[config.mk]
export PLATFORM = sky130hd
export DESIGN_NAME = rx_fifo_irq
export DESIGN_NICKNAME = d
export VERILOG_FILES = /design/src/rtl/rxq_pkg.sv /design/src/rtl/rxq_store.sv /design/src/rtl/rxq_timeout.sv /design/src/rtl/rx_fifo_irq.sv
export SDC_FILE = /design/constraint.sdc
export NUM_CORES = 1
export LEC_CHECK = 0
export ABC_AREA = 1
export BUFFER_PORTS_ARGS = -buffer_cell sky130_fd_sc_hd__buf_2
export CAP_MARGIN = 20
export CORE_UTILIZATION = 58
export CTS_BUF_LIST = sky130_fd_sc_hd__clkbuf_4
export DETAILED_ROUTE_END_ITERATION = 8
export PLACE_DENSITY = 0.77
export SLEW_MARGIN = 20
export SYNTH_ARGS = -nofsm -noshare
export SYNTH_HDL_FRONTEND = slang
export SYNTH_HIERARCHICAL = 1
export SYNTH_SLANG_ARGS = --single-unit
[constraint.sdc]
create_clock -name clk -period 1.7 [get_ports clk]
set_clock_uncertainty 0.05 [all_clocks]
set_input_delay 0.085 -clock clk [delete_from_list [all_inputs] [get_ports clk]]
set_output_delay 0.085 -clock clk [all_outputs]
set_load 0.02 [all_outputs]
[src/rtl/rxq_pkg.sv]
package rxq_pkg;
  // Trigger code to fill level: 0->1, 1->4, 2->8, 3->14
  function automatic int unsigned trig_level(input logic [1:0] sel);
    case (sel)
      2'd0:    return 1;
      2'd1:    return 4;
      2'd2:    return 8;
      default: return 14;
    endcase
  endfunction

  // Next pointer value with wrap at depth
  function automatic int unsigned ptr_next(input int unsigned p, input int unsigned depth);
    return (p + 1 == depth) ? 0 : p + 1;
  endfunction
endpackage

[src/rtl/rxq_store.sv]
module rxq_store #(
  parameter int DEPTH = 16,
  parameter int EW    = 10
) (
  input  logic                         clk,
  input  logic                         rst_n,
  input  logic                         wr_en,
  input  logic [EW-1:0]                wr_entry,
  input  logic                         rd_en,
  output logic [EW-1:0]                head,
  output logic [$clog2(DEPTH+1)-1:0]   count,
  output logic                         is_empty,
  output logic                         drop
);
  localparam int PW = $clog2(DEPTH);
  localparam int CW = $clog2(DEPTH+1);

  logic [EW-1:0] mem [DEPTH];
  logic [PW-1:0] wp, rp;
  logic          full, push, pop;

  assign full     = (count == CW'(DEPTH));
  assign is_empty = (count == '0);
  assign pop      = rd_en && !is_empty;
  assign push     = wr_en && (!full || pop);
  assign drop     = wr_en && full && !rd_en;
  assign head     = mem[rp];

  always_ff @(posedge clk) begin
    if (push) mem[wp] <= wr_entry;
  end

  always_ff @(posedge clk) begin
    if (!rst_n) begin
      wp    <= '0;
      rp    <= '0;
      count <= '0;
    end else begin
      if (push) wp <= PW'(rxq_pkg::ptr_next(int'(wp), DEPTH));
      if (pop)  rp <= PW'(rxq_pkg::ptr_next(int'(rp), DEPTH));
      case ({push, pop})
        2'b10:   count <= count + 1'b1;
        2'b01:   count <= count - 1'b1;
        default: count <= count;
      endcase
    end
  end

  a_r4_capacity: assert property (@(posedge clk) disable iff (!rst_n)
    count <= CW'(DEPTH));
  a_r5_drop_keeps: assert property (@(posedge clk) disable iff (!rst_n)
    drop |=> count == $past(count));
  a_r12_empty_read: assert property (@(posedge clk) disable iff (!rst_n)
    (rd_en && is_empty && !wr_en) |=> is_empty);
endmodule

[src/rtl/rxq_timeout.sv]
module rxq_timeout #(
  parameter int TO_TICKS = 3
) (
  input  logic clk,
  input  logic rst_n,
  input  logic activity,
  input  logic rd_en,
  input  logic is_empty,
  input  logic tick,
  output logic to_pend
);
  localparam int TW = $clog2(TO_TICKS+1);

  logic [TW-1:0] ticks;
  logic          to_fire;

  assign to_fire = tick && !activity && !is_empty && (ticks == TW'(TO_TICKS-1));

  always_ff @(posedge clk) begin
    if (!rst_n) begin
      ticks   <= '0;
      to_pend <= 1'b0;
    end else begin
      if (activity || is_empty)              ticks <= '0;
      else if (tick && ticks < TW'(TO_TICKS)) ticks <= ticks + 1'b1;
      if (rd_en)        to_pend <= 1'b0;
      else if (to_fire) to_pend <= 1'b1;
    end
  end

  a_r9_needs_tick: assert property (@(posedge clk) disable iff (!rst_n)
    $rose(to_pend) |-> $past(tick));
  a_r11_read_clears: assert property (@(posedge clk) disable iff (!rst_n)
    rd_en |=> !to_pend);
endmodule

[src/rtl/rx_fifo_irq.sv]
module rx_fifo_irq #(
  parameter int DEPTH    = 16,
  parameter int DW       = 8,
  parameter int TO_TICKS = 3
) (
  input  logic          clk,
  input  logic          rst_n,
  input  logic          wr_en,
  input  logic [DW-1:0] wr_char,
  input  logic          wr_perr,
  input  logic          wr_ferr,
  input  logic          rd_en,
  input  logic          char_tick,
  input  logic [1:0]    trig_sel,
  output logic [DW-1:0] rd_char,
  output logic          rd_perr,
  output logic          rd_ferr,
  output logic          empty,
  output logic          overrun,
  output logic          irq
);
  localparam int EW = DW + 2;
  localparam int CW = $clog2(DEPTH+1);

  logic [EW-1:0] head;
  logic [CW-1:0] count;
  logic          drop, to_pend, lvl_hit;

  rxq_store #(.DEPTH(DEPTH), .EW(EW)) u_store (
    .clk(clk), .rst_n(rst_n), .wr_en(wr_en),
    .wr_entry({wr_perr, wr_ferr, wr_char}), .rd_en(rd_en),
    .head(head), .count(count), .is_empty(empty), .drop(drop));

  rxq_timeout #(.TO_TICKS(TO_TICKS)) u_to (
    .clk(clk), .rst_n(rst_n), .activity(wr_en || rd_en), .rd_en(rd_en),
    .is_empty(empty), .tick(char_tick), .to_pend(to_pend));

  assign {rd_perr, rd_ferr, rd_char} = head;
  assign lvl_hit = (int'(count) >= rxq_pkg::trig_level(trig_sel));
  assign irq     = lvl_hit || to_pend;

  always_ff @(posedge clk) begin
    if (!rst_n)     overrun <= 1'b0;
    else if (rd_en) overrun <= 1'b0;
    else if (drop)  overrun <= 1'b1;
  end

  a_r5_ovr_cause: assert property (@(posedge clk) disable iff (!rst_n)
    $rose(overrun) |-> $past(drop));
  a_r6_ovr_clear: assert property (@(posedge clk) disable iff (!rst_n)
    rd_en |=> !overrun);
  a_r13_no_drop_on_read: assert property (@(posedge clk) disable iff (!rst_n)
    (wr_en && rd_en) |=> !$rose(overrun));
endmodule

==> flow_summary.json, run 1 <==
{
  "core_um2": 12700,
  "utilization_pct": 74.9,
  "ff2ff_path_depth": 15,
  "yosysWarnings": 6,
  "fin_area_um2": 9530,
  "path_cells": "buf_16 -> a21oi_1 -> o21ai_0 -> o211ai_1 -> nand3_1 -> nand2_1 -> buf_6",
  "grt_pass1_wl_um": 25200,
  "hold_path.class": "in2reg",
  "rrSetupSlack_ns": -0.31,
  "slew_headroom_pct": 71.4,
  "drc": 0,
  "cp_num_cells": 7,
  "crit_path_start_kind": "flip-flop",
  "p_leak_uw": 0.00343,
  "num-nets-final": 735,
  "dpl.hpwl_um": 9970,
  "cts_max_level": 4,
  "die_x_um": 117,
  "rsz0062_at_grt": "yes",
  "crit_path_top_delay_cell": "dfxtp_4",
  "holdPathEnd": "u_to/ticks[0]$_SDFFE_PP0P_",
  "areaGrowthSynthToFinish_pct": 24.7,
  "crit_fanout": 30,
  "grt_pass1_vias": 4956,
  "synth_area_per_cell_um2": 12.6,
  "finalCritPeriodShare_pct": 132,
  "min_period_ns": 2.25,
  "root_buffer": "clkbuf_4",
  "crit_family": "compound AO/OA/AOI/OAI gates",
  "powerDensity_nw_per_um2": 1090,
  "whs_path_depth": 5,
  "clk_latency_ns": 0.60,
  "hold_viol_final": 0,
  "fp-row-count": 41,
  "slew_violations": 0,
  "placed_area_um2": 8370,
  "cts.clk_slew.worst_paths_ns": 0.13,
  "dr_total_vias": 5176,
  "setup_ws_ns": -0.550,
  "ant_nets": 0,
  "violations": "negative setup slack",
  "grt-ovfl-total": 0,
  "tightestPinTransition_ns": 0.428,
  "die_h_um": 117,
  "synth-seq-area-share_pct": 68.3,
  "drtPass1Iterations": 5,
  "cts_tree": "done",
  "grt_antenna_before_repair": 0,
  "drv_cap": 0,
  "clk_path_buf_depth": 2,
  "worstReg2RegStart": "u_store/count[0]$_SDFFE_PN0P_",
  "drtIter0Drc": 388,
  "fin_cells": 889,
  "start_util_pct": 60.1,
  "ios": 30,
  "syn_nets": 638,
  "worst_r2r_endpoint": "u_store/count[3]$_SDFFE_PN0P_",
  "power_uw": 10400,
  "cts_num_sinks": 181,
  "setup_tns_ns": -25.87,
  "hp-start": "char_tick",
  "synth-seq-cells": 181,
  "drive_gt1_share_pct": 27.3,
  "required_ns": 1.56,
  "cp-end-kind": "output port",
  "finalSetupViolCount": 178,
  "cp.buffers_inverters": 2,
  "ir_drop_uv": 650,
  "worst_ep_arrival_time_ns": 2.11,
  "criticalPathCategory": "reg2out",
  "run_status": "complete, but fails checks",
  "viasPerCell": 5.82,
  "port_buffers": 29,
  "wl_per_cell_um": 20.2,
  "wl_um": 18000,
  "die-area_um2": 13600,
  "max_freq_mhz": 445,
  "numCtsBuffers": 17,
  "gp_congestion": 0.827,
  "ys_types": 33,
  "n_antenna_cell": 0,
  "slowest_delay_ns": 0.42,
  "netlist_instances": 608,
  "netlist_area_um2": 7650,
  "grt_max_degree": 35,
  "dp_cells": 823,
  "groute.usage.overall_pct": 25.9
}
-- what timing repair did --
item / in CTS / in global routing
hold buffers: 14 / 0
pin swaps: 13 / 26
gates cloned: 4 / 6
hold endpoints to repair: 181 / 0
endpoints found under the setup margin: 118 / 177
buffers inserted: 6 / 8
gates resized for setup: 64 / 94
-- logic make-up (layout without fill, tap and decap cells) --
group | after synthesis | after routing | synth area share, %
flip-flops | 181 | 181 | 68.3
AO/OA/AOI/OAI | 154 | 154 | 11.6
multiplexers | 40 | 40 | 5.24
XOR/XNOR | 1 | 1 | 0.115
adder cells (fa/ha/maj) | 13 | 13 | 2.13
buffers and inverters | 106 | 215 | 5.53
AND/OR/NAND/NOR | 113 | 113 | 7.09
-- per-stage QoR --
| step | hold slack [ns] | setup slack (ns) |
|---|---|---|
| final | 0.317 | -0.550 |
| after global routing | 0.309 | -0.658 |
| after CTS | 0.251 | -0.535 |
| after detailed placement | 0.344 | -0.111 |
| after global placement | 0.336 | -0.0385 |
| after floorplan | 0.107 | -0.0686 |
-- per-layer routing --
layer	track usage [%]	routed length, um	vias up
li1	-	-	2391
met1	31.6	6830	2517
met2	43.6	9250	216
met3	4.53	1260	52
met4	15.2	617	0
met5	0	0	-
-- cells in the mapped netlist (all sizes together) --
cell | instances | area (um2)
a21oi | 49 | 249
a31oi | 1 | 6.26
and3 | 1 | 6.26
buf | 12 | 67.6
clkbuf | 15 | 56.3
clkinv | 2 | 7.51
dfxtp | 21 | 420
edfxtp | 160 | 4800
ha | 13 | 163
inv | 77 | 292
mux2i | 40 | 400
nand2 | 46 | 175
nand3 | 23 | 145
nand4 | 4 | 31.3
nor2 | 37 | 169
o211ai | 41 | 308
o21ai | 62 | 310
o221a | 1 | 11.3
or2 | 2 | 15.0
xnor2 | 1 | 8.76
-- cells in the final DEF (no fill, tap or decap), types with 17 or more instances in the layout --
cell	Yosys	routed
o21ai_0	58	40
mux2i_1	40	39
buf_6	0	38
a21oi_1	48	45
buf_2	6	20
buf_4	4	17
nand2_1	45	37
o211ai_1	41	41
o21ai_1	4	18
clkbuf_4	0	18
nor2_4	3	21
inv_1	71	65
edfxtp_1	160	160
-- area by class of cell --
cell class	count	area [um2]
inverters	79	318
clock buffers	18	135
well taps	172	215
fillers	749	3190
clock inverters	13	135
flip-flops and latches	181	5240
multi-input cells	321	2350
repair buffers	105	1150
-- worst min-delay path, cell delays in order --
cell,delay [ns]
dlygate4sd3_1,0.52
buf_2,0.14
nand3_1,0.08
nand3_1,0.07
nor2_1,0.04
-- worst max path at each step --
stage	endpoint	slack, ns
finish	rd_char[6]	-0.55
global route	rd_char[6]	-0.66
CTS	rd_char[7]	-0.53
detailed placement	u_store/count[4]$_SDFFE_PN0P_	-0.11
global placement	u_store/count[4]$_SDFFE_PN0P_	-0.04
floorplan	u_store/count[4]$_SDFFE_PN0P_	-0.07
-- flip-flops by register name, indices dropped and copies added, names as in the netlist, named ones only --
name	cells
u_to/to_pend	1
u_store/rp	4
u_store/mem	160
u_to/ticks	2
u_store/count	5
u_store/wp	4
overrun	1
-- report_power, final --
part	total [uW]	switching [uW]	internal, uW
Sequential	5050	95.1	4960
Combinational	3040	1710	1330
Clock	2320	1450	870
Note: power is estimated with default switching activity, not from simulation.
==> inputs of run 2 (changes only) <==
--- a/config.mk
+++ b/config.mk
@@ -8,10 +8,12 @@
 export ABC_AREA = 1
 export BUFFER_PORTS_ARGS = -buffer_cell sky130_fd_sc_hd__buf_2
 export CAP_MARGIN = 20
-export CORE_UTILIZATION = 58
+export CELL_PAD_IN_SITES_DETAIL_PLACEMENT = 2
+export CELL_PAD_IN_SITES_GLOBAL_PLACEMENT = 2
+export CORE_UTILIZATION = 48
 export CTS_BUF_LIST = sky130_fd_sc_hd__clkbuf_4
 export DETAILED_ROUTE_END_ITERATION = 8
-export PLACE_DENSITY = 0.77
+export PLACE_DENSITY = 0.86
 export SLEW_MARGIN = 20
 export SYNTH_ARGS = -nofsm -noshare
 export SYNTH_HDL_FRONTEND = slang
==> constraint.sdc (replaced) <==
create_clock -name clk -period 2.6 [get_ports clk]
set_clock_uncertainty 0.05 [all_clocks]
set_input_delay 0.13 -clock clk [delete_from_list [all_inputs] [get_ports clk]]
set_output_delay 0.13 -clock clk [all_outputs]
set_load 0.02 [all_outputs]
==> run 2 against run 1 <==
  * The flow now finishes without violations
  * Power down 38%
  * Non-clock buffer count down 25
  * Critical path depth down 2
  * Sequential cell count unchanged
  * Register-to-register slack better by 0.66 ns
  * Via count up 4.5%
  * Count of clock-buffer cells in the layout unchanged
  * Wire length up 45%
  * Die area up 20%
  * Combinational power down 48%
  * Clock power down 31%
  * Sequential power down 34%
  * Critical path type unchanged
==> flow_summary.json, run 2 (synthesized netlist as in run 1, its figures left out) <==
{
  "run_status": "completed",
  "tightestPinTransition_ns": 0.550,
  "cts_max_level": 4,
  "core_um2": 15400,
  "drtPass1Iterations": 4,
  "ir_drop_uv": 331,
  "grt-ovfl-total": 0,
  "fp-row-count": 45,
  "gp_congestion": 0.856,
  "rrSetupSlack_ns": 0.35,
  "drtIter0Drc": 293,
  "slew_headroom_pct": 63.1,
  "top_register": "u_store/mem",
  "ios": 30,
  "ant_nets": 0,
  "crit_fanout": 11,
  "holdPathEnd": "u_to/ticks[0]$_SDFFE_PP0P_",
  "wl_per_cell_um": 28.7,
  "final_common_cell": "edfxtp_1",
  "grt_pass1_wl_um": 38500,
  "finalCritPeriodShare_pct": 97.4,
  "grt_max_degree": 57,
  "worst_ep_arrival_time_ns": 2.35,
  "max_freq_mhz": 395,
  "reg_top3": "u_store/mem (160), u_store/count (5)",
  "hold_viol_final": 0,
  "clk_path_buf_depth": 2,
  "groute.usage.overall_pct": 33.4,
  "drive_gt1_share_pct": 16.6,
  "largest_reg_flops": 160,
  "cts_tree": "done",
  "p_leak_uw": 0.00321,
  "numCtsBuffers": 17,
  "required_ns": 2.42,
  "worstReg2RegStart": "u_store/count[3]$_SDFFE_PN0P_",
  "slew_violations": 0,
  "crit_path_top_delay_cell": "clkinv_1",
  "num-nets-final": 710,
  "hp-start": "char_tick",
  "cts_num_sinks": 181,
  "root_buffer": "clkbuf_4",
  "path_cells": "buf_4 -> clkinv_1 -> o211ai_1 -> nand2_1 -> buf_2",
  "drv_cap": 0,
  "grt_pass1_vias": 6052,
  "hold_path.class": "in2reg",
  "viasPerCell": 5.97,
  "setup_tns_ns": 0,
  "powerDensity_nw_per_um2": 746,
  "worst_r2r_endpoint": "u_store/count[4]$_SDFFE_PN0P_",
  "clk_latency_ns": 0.58,
  "port_buffers": 29,
  "drc": 0,
  "layout_common_cells": "edfxtp_1, inv_1, o21ai_0, a21oi_1, nand2_1",
  "power_uw": 6500,
  "dpl.hpwl_um": 15600,
  "criticalPathCategory": "reg2out",
  "dr_total_vias": 5407,
  "wl_um": 26000,
  "cts.clk_slew.worst_paths_ns": 0.15,
  "rsz0062_at_grt": "no",
  "min_period_ns": 2.53,
  "die-area_um2": 16400,
  "slowest_delay_ns": 0.50,
  "start_util_pct": 49.7,
  "die_x_um": 128,
  "crit_path_start_kind": "flip-flop",
  "die_h_um": 128,
  "ff2ff_path_depth": 15,
  "cp-end-kind": "output port",
  "grt_antenna_before_repair": 1,
  "areaGrowthSynthToFinish_pct": 13.8,
  "finalSetupViolCount": 0,
  "whs_path_depth": 5
}
## run 2: changes by cell type in the layout (fill, tap and decap cells not counted), sizes merged
cell	delta
dlygate4sd3	+3
buf	-27
inv	+1
clkinv	+6
clkbuf	-1
clkinvlp	-6
diode	+1
## run 2: critical path, delay by kind of cell (launching register included)
kind | cells | cell delay [ns]
DFF | 1 | 0.36
buffers and inverters | 3 | 0.92
AOI/OAI and AO/OA | 1 | 0.39
and+or+nand+nor | 1 | 0.11
## run 2: what timing repair did
item | CTS | global route
buffers inserted | 1 | 2
endpoints found under the hold margin | 181 | 0
hold buffers | 17 | 0
setup endpoints to repair | 8 | 5
resized for setup | 3 | 1
pin swaps | 0 | 0
gates cloned | 0 | 1
## run 2: layout make-up
type | count | area, um2
Fill cell | 1436 | 6670
Sequential cell | 181 | 5230
Multi-Input combinational cell | 321 | 2000
Timing Repair Buffer | 80 | 633
Inverter | 79 | 299
Tap cell | 211 | 264
Clock inverter | 14 | 136
Clock buffer | 18 | 135
Antenna cell | 1 | 2.50
## run 2: routing by layer
layer  GRT usage [%]  share of wire, %
met1            40.0                40
met2            59.4                52
met3            5.59               3.5
met4            14.0               3.6
met5               0                 0
## run 2: how the worst max path moves through the flow
stage | slack [ns] | cells after the start | to | from
final | 0.07 | 5 | rd_ferr | flip-flop
after global routing | 0.004 | 7 | rd_char[4] | flip-flop
after CTS | 0.003 | 6 | rd_char[1] | flip-flop
after detailed placement | 0.41 | 14 | u_store/count[4]$_SDFFE_PN0P_ | u_store/count[0]$_SDFFE_PN0P_
after global placement | 0.57 | 14 | u_store/count[4]$_SDFFE_PN0P_ | u_store/count[0]$_SDFFE_PN0P_
after floorplan | 0.75 | 14 | u_store/count[4]$_SDFFE_PN0P_ | u_store/count[0]$_SDFFE_PN0P_
## run 2: power breakdown
part           leakage [uW]  switching (uW)  internal (uW)
clock              0.000155            1010            576
combinational       0.00144            1050            526
sequential          0.00162            93.1           3240
## run 2: per-stage QoR
stage          util, %  hold WS [ns]  instance area, um2  setup WS (ns)  cells
2_1_floorplan        -         0.152                7650          0.747    608
3_3_place_gp      53.3         0.382                8200          0.569    851
3_5_place_dp      53.3         0.404                8200          0.405    851
4_1_cts           56.3         0.359                8660        0.00317    901
5_1_grt           56.6         0.401                8700        0.00365    905
6_report          56.6         0.414                8700         0.0672    905
==> inputs of run 3 (changes only) <==
--- a/config.mk
+++ b/config.mk
@@ -14,6 +14,7 @@
 export CTS_BUF_LIST = sky130_fd_sc_hd__clkbuf_4
 export DETAILED_ROUTE_END_ITERATION = 8
 export PLACE_DENSITY = 0.86
+export REMOVE_ABC_BUFFERS = 1
 export SLEW_MARGIN = 20
 export SYNTH_ARGS = -nofsm -noshare
 export SYNTH_HDL_FRONTEND = slang
==> run 3 against run 2 <==
  * The flow now finishes with violations (negative setup slack)
  * Final cell count rose by 0.33%
  * Worst setup slack lost 0.075 ns
  * Critical path depth grew 3
  * Sequential share of layout area is 0.086 points lower
  * Fmax decreased by 2.9%
  * Sequential cell count stayed put
  * Worst hold slack worse by 0.069 ns
  * Combinational power about the same
  * Power grew 0.91%
  * Die area unchanged
  * Largest cell class unchanged
==> flow_summary.json, run 3 (synthesized netlist as in run 1, its figures left out) <==
{
  "tightestPinTransition_ns": 0.557,
  "max_freq_mhz": 383,
  "die_h_um": 128,
  "slew_headroom_pct": 62.8,
  "placed_area_um2": 8210,
  "criticalPathCategory": "reg2out",
  "grt_antenna_before_repair": 2,
  "die_x_um": 128,
  "core_um2": 15400,
  "setup_ws_ns": -0.00819,
  "slew_violations": 0,
  "dr_total_vias": 5461,
  "drv_cap": 0,
  "cts.clk_slew.worst_paths_ns": 0.17,
  "die-area_um2": 16400,
  "p_int_uw": 4210,
  "drtPass1Iterations": 4,
  "crit_path_start_kind": "flip-flop",
  "wl_um": 27400,
  "num-nets-final": 712,
  "p_leak_uw": 0.00321,
  "clockPowerShare_pct": 24.9,
  "worst_ep_arrival_time_ns": 2.43,
  "required_ns": 2.42,
  "cp-end-kind": "output port",
  "busiest_layer": "met2",
  "dpl.hpwl_um": 16200,
  "ir_drop_uv": 393,
  "drtIter0Drc": 392,
  "grt-ovfl-total": 0,
  "dp_slack_ns": 0.463,
  "min_period_ns": 2.61,
  "grt_max_degree": 41,
  "grt_pass1_wl_um": 40200,
  "p_sw_share_pct": 35.8,
  "drc": 0,
  "viasPerCell": 6.01,
  "drive_gt1_share_pct": 17.1,
  "finalCritPeriodShare_pct": 100,
  "groute.usage.overall_pct": 35.3,
  "start_util_pct": 49.7,
  "layout_common_cells": "edfxtp_1, inv_1, o21ai_0, a21oi_1, nand2_1",
  "grtUsageMet1_pct": 40.9,
  "hold_path.class": "in2reg",
  "hold_viol_final": 0,
  "grtUsageMet3_pct": 6.64,
  "ios": 30,
  "fp-row-count": 45,
  "clk_path_buf_depth": 2,
  "port_buffers": 29,
  "run_status": "complete, but fails checks",
  "pwr-share-seq_pct": 50.7,
  "cts_tree": "done",
  "grt_pass1_vias": 6142,
  "root_buffer": "clkbuf_4",
  "violations": "negative setup slack",
  "finalSetupViolCount": 1,
  "fillers": 1419,
  "final_common_cell": "edfxtp_1",
  "cts_max_level": 4,
  "powerDensity_nw_per_um2": 752,
  "met2_usage_pct": 62.3,
  "wl_per_cell_um": 30.1,
  "reg_top3": "u_store/mem (160), u_store/count (5)",
  "top_register": "u_store/mem",
  "cts_num_sinks": 181,
  "numCtsBuffers": 17,
  "power.share.combinational_pct": 24.4,
  "clk_latency_ns": 0.60,
  "crit_fanout": 27,
  "gp_congestion": 0.819,
  "areaGrowthSynthToFinish_pct": 13.9,
  "whs_ns": 0.344,
  "ant_nets": 0,
  "largest_reg_flops": 160,
  "p_switching_uw": 2350,
  "fin_area_um2": 8710
}
## run 3: routing by layer
layer | wire length, um | part of all wire (%)
met1 | 10600 | 39
met2 | 14400 | 53
met3 | 1140 | 4.1
met4 | 1150 | 4.2
met5 | 0 | 0
## run 3: worst paths after layout
path | slack (ns) | to | from | cells past startpoint
min | 0.34 | overrun$_SDFFE_PP0P_ | rd_en | 3
max | -0.008 | rd_char[1] | flip-flop | 8
max reg2reg | 0.26 | u_store/mem[7][7]$_DFFE_PP_ | u_store/count[4]$_SDFFE_PN0P_ | 8
min reg2reg | 0.44 | u_to/to_pend$_SDFFE_PP0P_ | u_to/to_pend$_SDFFE_PP0P_ | 2
## run 3: worst max-delay path, stage by stage, from the launching register on
cell	delay, ns
dfxtp_4	0.44
buf_4	0.16
buf_12	0.16
a21oi_1	0.22
o21ai_0	0.15
o211ai_1	0.18
o211ai_1	0.17
nand2_1	0.14
buf_2	0.17
## run 3: cell type report
type / instances / area, um2 / area share [%]
sequential: 181 / 5230 / 60.0
multi-input combinational: 321 / 2000 / 22.9
timing repair buffer: 82 / 628 / 7.21
inverter: 79 / 300 / 3.45
tap: 211 / 264 / 3.03
clock inverter: 15 / 159 / 1.82
clock buffer: 17 / 128 / 1.47
antenna: 2 / 5.00 / 0.0575
## run 3: what timing repair did
item	CTS	global route
buffers inserted	4	1
pin swaps	0	0
setup endpoints to repair	9	1
hold buffers	16	0
endpoints found under the hold margin	181	0
resized for setup	1	1
## run 3: power by group through the flow
| stage | registers, uW | clock network [uW] | logic [uW] |
|---|---|---|---|
| final | 3320 | 1630 | 1600 |
| after detailed placement | 3410 | 0 | 1420 |
| after global placement | 3390 | 0 | 1270 |
| after CTS | 3320 | 1660 | 1570 |
| after floorplan | 3470 | 0 | 802 |
| after global routing | 3330 | 1760 | 1690 |
## run 3: metrics by stage
stage | util [%] | TNS, ns | std cells | power, uW
finish | 56.7 | -0.00819 | 908 | 6550
global route | 56.7 | -0.0441 | 908 | 6770
CTS | 56.6 | 0 | 905 | 6550
detailed placement | 53.4 | 0 | 853 | 4830
global placement | 53.4 | 0 | 853 | 4670
floorplan | - | -9.96 | 581 | 4270
